### config.mk
export PLATFORM = sky130hd
export DESIGN_NAME = halfstep_clkdiv
export DESIGN_NICKNAME = d
export VERILOG_FILES = /design/src/rtl/halfstep_clkdiv_pkg.sv /design/src/rtl/halfstep_sched.sv /design/src/rtl/dual_edge_gen.sv /design/src/rtl/halfstep_clkdiv.sv
export SDC_FILE = /design/constraint.sdc
export NUM_CORES = 1
export LEC_CHECK = 0
export ABC_AREA = 0
export BUFFER_PORTS_ARGS = -buffer_cell sky130_fd_sc_hd__buf_2
export CAP_MARGIN = 25
export CORE_ASPECT_RATIO = 1.5
export CORE_MARGIN = 2
export CORE_UTILIZATION = 47
export DETAILED_ROUTE_END_ITERATION = 8
export GPL_TIMING_DRIVEN = 0
export MAX_ROUTING_LAYER = met4
export PLACE_DENSITY_LB_ADDON = 0.08
export SLEW_MARGIN = 20
export SYNTH_ARGS = -nofsm -noshare
export SYNTH_HDL_FRONTEND = slang
export SYNTH_SLANG_ARGS = --single-unit
### constraint.sdc
create_clock -name clk_core -period 7.1 [get_ports clk_core]
set_input_delay 0.71 -clock clk_core [delete_from_list [all_inputs] [get_ports clk_core]]
set_output_delay 0.71 -clock clk_core [all_outputs]
set_load 0.02 [all_outputs]
### src/rtl/halfstep_clkdiv_pkg.sv
package halfstep_clkdiv_pkg;
  localparam int SEL_W    = 3;
  localparam int HALF_W   = 4;
  localparam int BASE_HALVES = 4;
  localparam int TOP_CODE = 6;

  typedef logic [HALF_W-1:0] halves_t;
  typedef logic [SEL_W-1:0]  sel_t;

  // Period length in core half-cycles for a select code.
  function automatic halves_t period_halves(input sel_t code);
    if (int'(code) > TOP_CODE) return halves_t'(BASE_HALVES + TOP_CODE);
    return halves_t'(BASE_HALVES + int'(code));
  endfunction

  // Half-cycles spent low at the start of a period.
  function automatic halves_t low_halves(input halves_t len);
    return halves_t'((len + 1'b1) >> 1);
  endfunction
endpackage

### src/rtl/halfstep_sched.sv
module halfstep_sched
  import halfstep_clkdiv_pkg::*;
#(
  parameter sel_t RESET_CODE = sel_t'(4)
) (
  input  logic    clk,
  input  logic    rst_n,
  input  sel_t    ratio_sel,
  output logic    lvl_first,
  output logic    lvl_second,
  output halves_t pos_q,
  output halves_t len_q
);
  halves_t sel_len;
  halves_t p1, l1, p2, l2;

  assign sel_len = period_halves(ratio_sel);

  // Two half-cycle steps per core cycle; a wrap to position 0 loads the new length.
  always_comb begin
    if (halves_t'(pos_q + 1'b1) == len_q) begin
      p1 = '0;
      l1 = sel_len;
    end else begin
      p1 = halves_t'(pos_q + 1'b1);
      l1 = len_q;
    end
    if (halves_t'(p1 + 1'b1) == l1) begin
      p2 = '0;
      l2 = sel_len;
    end else begin
      p2 = halves_t'(p1 + 1'b1);
      l2 = l1;
    end
  end

  assign lvl_first  = (pos_q >= low_halves(len_q));
  assign lvl_second = (p1 >= low_halves(l1));

  always_ff @(posedge clk or negedge rst_n) begin
    if (!rst_n) begin
      pos_q <= '0;
      len_q <= period_halves(RESET_CODE);
    end else begin
      pos_q <= p2;
      len_q <= l2;
    end
  end
endmodule

### src/rtl/dual_edge_gen.sv
module dual_edge_gen (
  input  logic clk,
  input  logic rst_n,
  input  logic lvl_first,
  input  logic lvl_second,
  output logic clk_out
);
  logic rise_q;
  logic hold_q;
  logic fall_q;

  // Rising-edge flop sets the first half; the falling-edge flop corrects the second.
  always_ff @(posedge clk or negedge rst_n) begin
    if (!rst_n) begin
      rise_q <= 1'b0;
      hold_q <= 1'b0;
    end else begin
      rise_q <= lvl_first ^ fall_q;
      hold_q <= lvl_second;
    end
  end

  always_ff @(negedge clk or negedge rst_n) begin
    if (!rst_n) fall_q <= 1'b0;
    else        fall_q <= rise_q ^ hold_q;
  end

  // Only one input changes per edge, so the XOR cannot glitch.
  assign clk_out = rise_q ^ fall_q;
endmodule

### src/rtl/halfstep_clkdiv.sv
module halfstep_clkdiv
  import halfstep_clkdiv_pkg::*;
#(
  parameter int   NUM_OUT    = 4,
  parameter sel_t RESET_CODE = sel_t'(4)
) (
  input  logic               clk_core,
  input  logic               rst_n,
  input  logic [2:0]         ratio_sel,
  output logic [NUM_OUT-1:0] mclk_out
);
  logic    lvl_first, lvl_second, div_clk;
  halves_t sched_pos, sched_len;

  halfstep_sched #(.RESET_CODE(RESET_CODE)) u_sched (
    .clk        (clk_core),
    .rst_n      (rst_n),
    .ratio_sel  (ratio_sel),
    .lvl_first  (lvl_first),
    .lvl_second (lvl_second),
    .pos_q      (sched_pos),
    .len_q      (sched_len)
  );

  dual_edge_gen u_gen (
    .clk        (clk_core),
    .rst_n      (rst_n),
    .lvl_first  (lvl_first),
    .lvl_second (lvl_second),
    .clk_out    (div_clk)
  );

  for (genvar gi = 0; gi < NUM_OUT; gi++) begin : g_fanout
    assign mclk_out[gi] = div_clk;
  end
endmodule

==> out/results.ini <==
[run_status]
status = finished, final reports clean

[floorplan]
fp-row-count = 21
initial_core_util_pct = 50.1
coreArea_sq_um = 2260
io_pins = 9
dieArea_sq_um = 2820
die_h_um = 64.1
die_w_um = 44.1

[logic_synthesis]
synth_common_cells = ha_1 (10), dfrtp_1 (9), xnor2_1 (9), xor2_1 (7)
synth_seq_area_share_pct = 24.4
synthSimpleGateAreaFrac_pct = 17.7
yosysTopAreaCell = dfrtp_1
synth_fa_ha_area_share_pct = 11.1
synth_nets = 125
synth.avg_cell_area_sq_um = 10.3
yosysTopAreaCellShare_pct = 19.9
synth_top_family_by_area = XOR/XNOR gates
yosys.cell_count.top_type = ha_1
synth_cells = 110
yosys-mux-area-fraction_pct = 6.19
yosys_most_used_dff = dfrtp_1
synth_compound_area_share_pct = 15.0
synth_xor_area_share_pct = 19.2
synth-seq-cells = 11
yosys_warnings = 0
synthArstFlopShare_pct = 100
synthTopCellsByArea = dfrtp_1 (20%), ha_1 (11%), xnor2_1 (7.0%), xor2_1 (5.4%), xnor3_1 (4.0%)
synth_edf_count = 0
ys_types = 45
syn_area_sq_um = 1130

[placed_design]
dp_hpwl_um = 1820
gp_congestion = 0.889
dp_slack_ps = 1830
place_inst = 140
portBuffers = 7

[drt]
drc_errors = 0
post_drt_wl_per_cell_um = 15.4
dr.pass1.iters = 4
drt-total-wl_um = 2220
drt.antenna.violating_nets = 0
drtIter0Drc = 11
vias_per_cell = 5.78
vias = 833

[worst_setup_path]
startpoint_type = flip-flop
slowest_stage = dfrtn_1
cpPeakStageDelay_ps = 440
cp_max_fo = 4
cp-end-kind = primary output
worst-path-buf-inv = 2
worstSetupPathType = reg -> out
path_cells = xor2_1 -> buf_4 -> buf_2
timing.rr.start = u_gen.rise_q
crit_start = u_gen.fall_q
required_ps = 6390
path_delay_family = flip-flops
cp.arrival_ps = 4840

[clock_network]
clk_pin_slew_ps = 70
cts_made_buffers = 3
cts_resized = 0
clkLatencyLatePin_ps = 270
post_cts_buffers = 0
cts_htree_levels = 1
cts_root_buf = clkbuf_4
cts_tree = built
cts_sinks = 11
cts_max_path_buffers = 2
ctsHoldBuffers = 0

[cells_and_area]
antenna_cells = 0
synthToLayoutAreaGrowth_pct = 7.96
instances_no_fill = 144
drive_gt1_share_pct = 27.3
fin_nets = 137

[timing]
fin_ws_ps = 1550
hold_viol = 0
setup_viol = 0
setup-tns-final_ps = 0
slew_headroom_pct = 65.4
worstMarginPinSlew_ps = 517
rsz0062_at_grt = no
skew_ps = 8.56
maxSlewViolCount = 0

[global_routing]
antenna_found_initial = 0
gr-usage-all-layers_pct = 18.2
gr-total-overflow = 0
grt_pass1_vias = 859
grt_max_degree = 12
grt_pass1_wl_um = 3800

[min_path]
hold_class = in -> async

[job]
max-cap-violations = 0

-- registers in the layout, indices dropped and copies added (netlist names) --
| name | count |
|---|---|
| u_gen.rise_q | 1 |
| u_sched.pos_q | 4 |
| u_gen.hold_q | 1 |
| u_gen.fall_q | 1 |
| u_sched.len_q | 4 |
-- final timing paths --
path	slack (ps)	endpoint	cells after the start
min in group clk_core	700	u_sched.len_q[3]	2
min reg2reg	700	u_sched.len_q[3]	2
min	300	u_sched.pos_q[1]	1
max reg2reg	2860	u_gen.fall_q	1
max in group asynchronous	3130	u_gen.fall_q	1
max	1550	mclk_out[1]	3
-- cell usage in the layout, fill, tap and decap left out, types with 2 or more instances in the layout --
master | netlist | layout
ha_1 | 10 | 10
buf_2 | 2 | 9
xnor2_1 | 9 | 9
dfrtp_1 | 9 | 9
xor2_1 | 7 | 7
nor2_1 | 6 | 6
a31oi_1 | 6 | 6
inv_1 | 5 | 5
buf_4 | 5 | 5
nand3_1 | 4 | 4
a21oi_1 | 4 | 4
o21ai_0 | 3 | 3
clkbuf_4 | 0 | 3
nand3_2 | 2 | 2
xnor3_1 | 2 | 2
mux2_2 | 2 | 2
and4b_1 | 2 | 2
nor2b_1 | 2 | 2
nand2b_1 | 2 | 2
a21o_1 | 2 | 2
-- cell type report --
cell class	count	area, sq um
inverters	5	18.8
plain buffers	8	52.6
well taps	23	28.8
flip-flops and latches	11	277
clock buffers	4	26.3
repair buffers	7	35.0
multi-input cells	86	783
fillers	219	1040
-- kinds of logic (layout without fill, tap and decap cells) --
kind of cell	after synthesis	in the layout
xor+xnor	20	20
fa+ha+maj	10	10
buf+inv	13	24
mux	5	5
simple gates	26	26
compound gates	25	25
flops	11	11
-- through the flow --
step	util, %	hold WS [ps]	instance area (sq um)
floorplan	-	414	1130
global placement	52.9	587	1190
detailed placement	52.9	587	1190
CTS	54.0	299	1220
global route	54.0	310	1220
finish	54.0	298	1220
-- routing by layer --
| metal | global-route usage [%] | wire length (um) |
|---|---|---|
| met4 | 7.95 | 29 |
| met2 | 30.7 | 1220 |
| met1 | 21.2 | 926 |
| met5 | - | 0 |
| met3 | 1.98 | 41 |
Power is left out: the tool's default activity adds up to more than one toggle a clock period on the data nets, which glitch-free logic cannot reach.
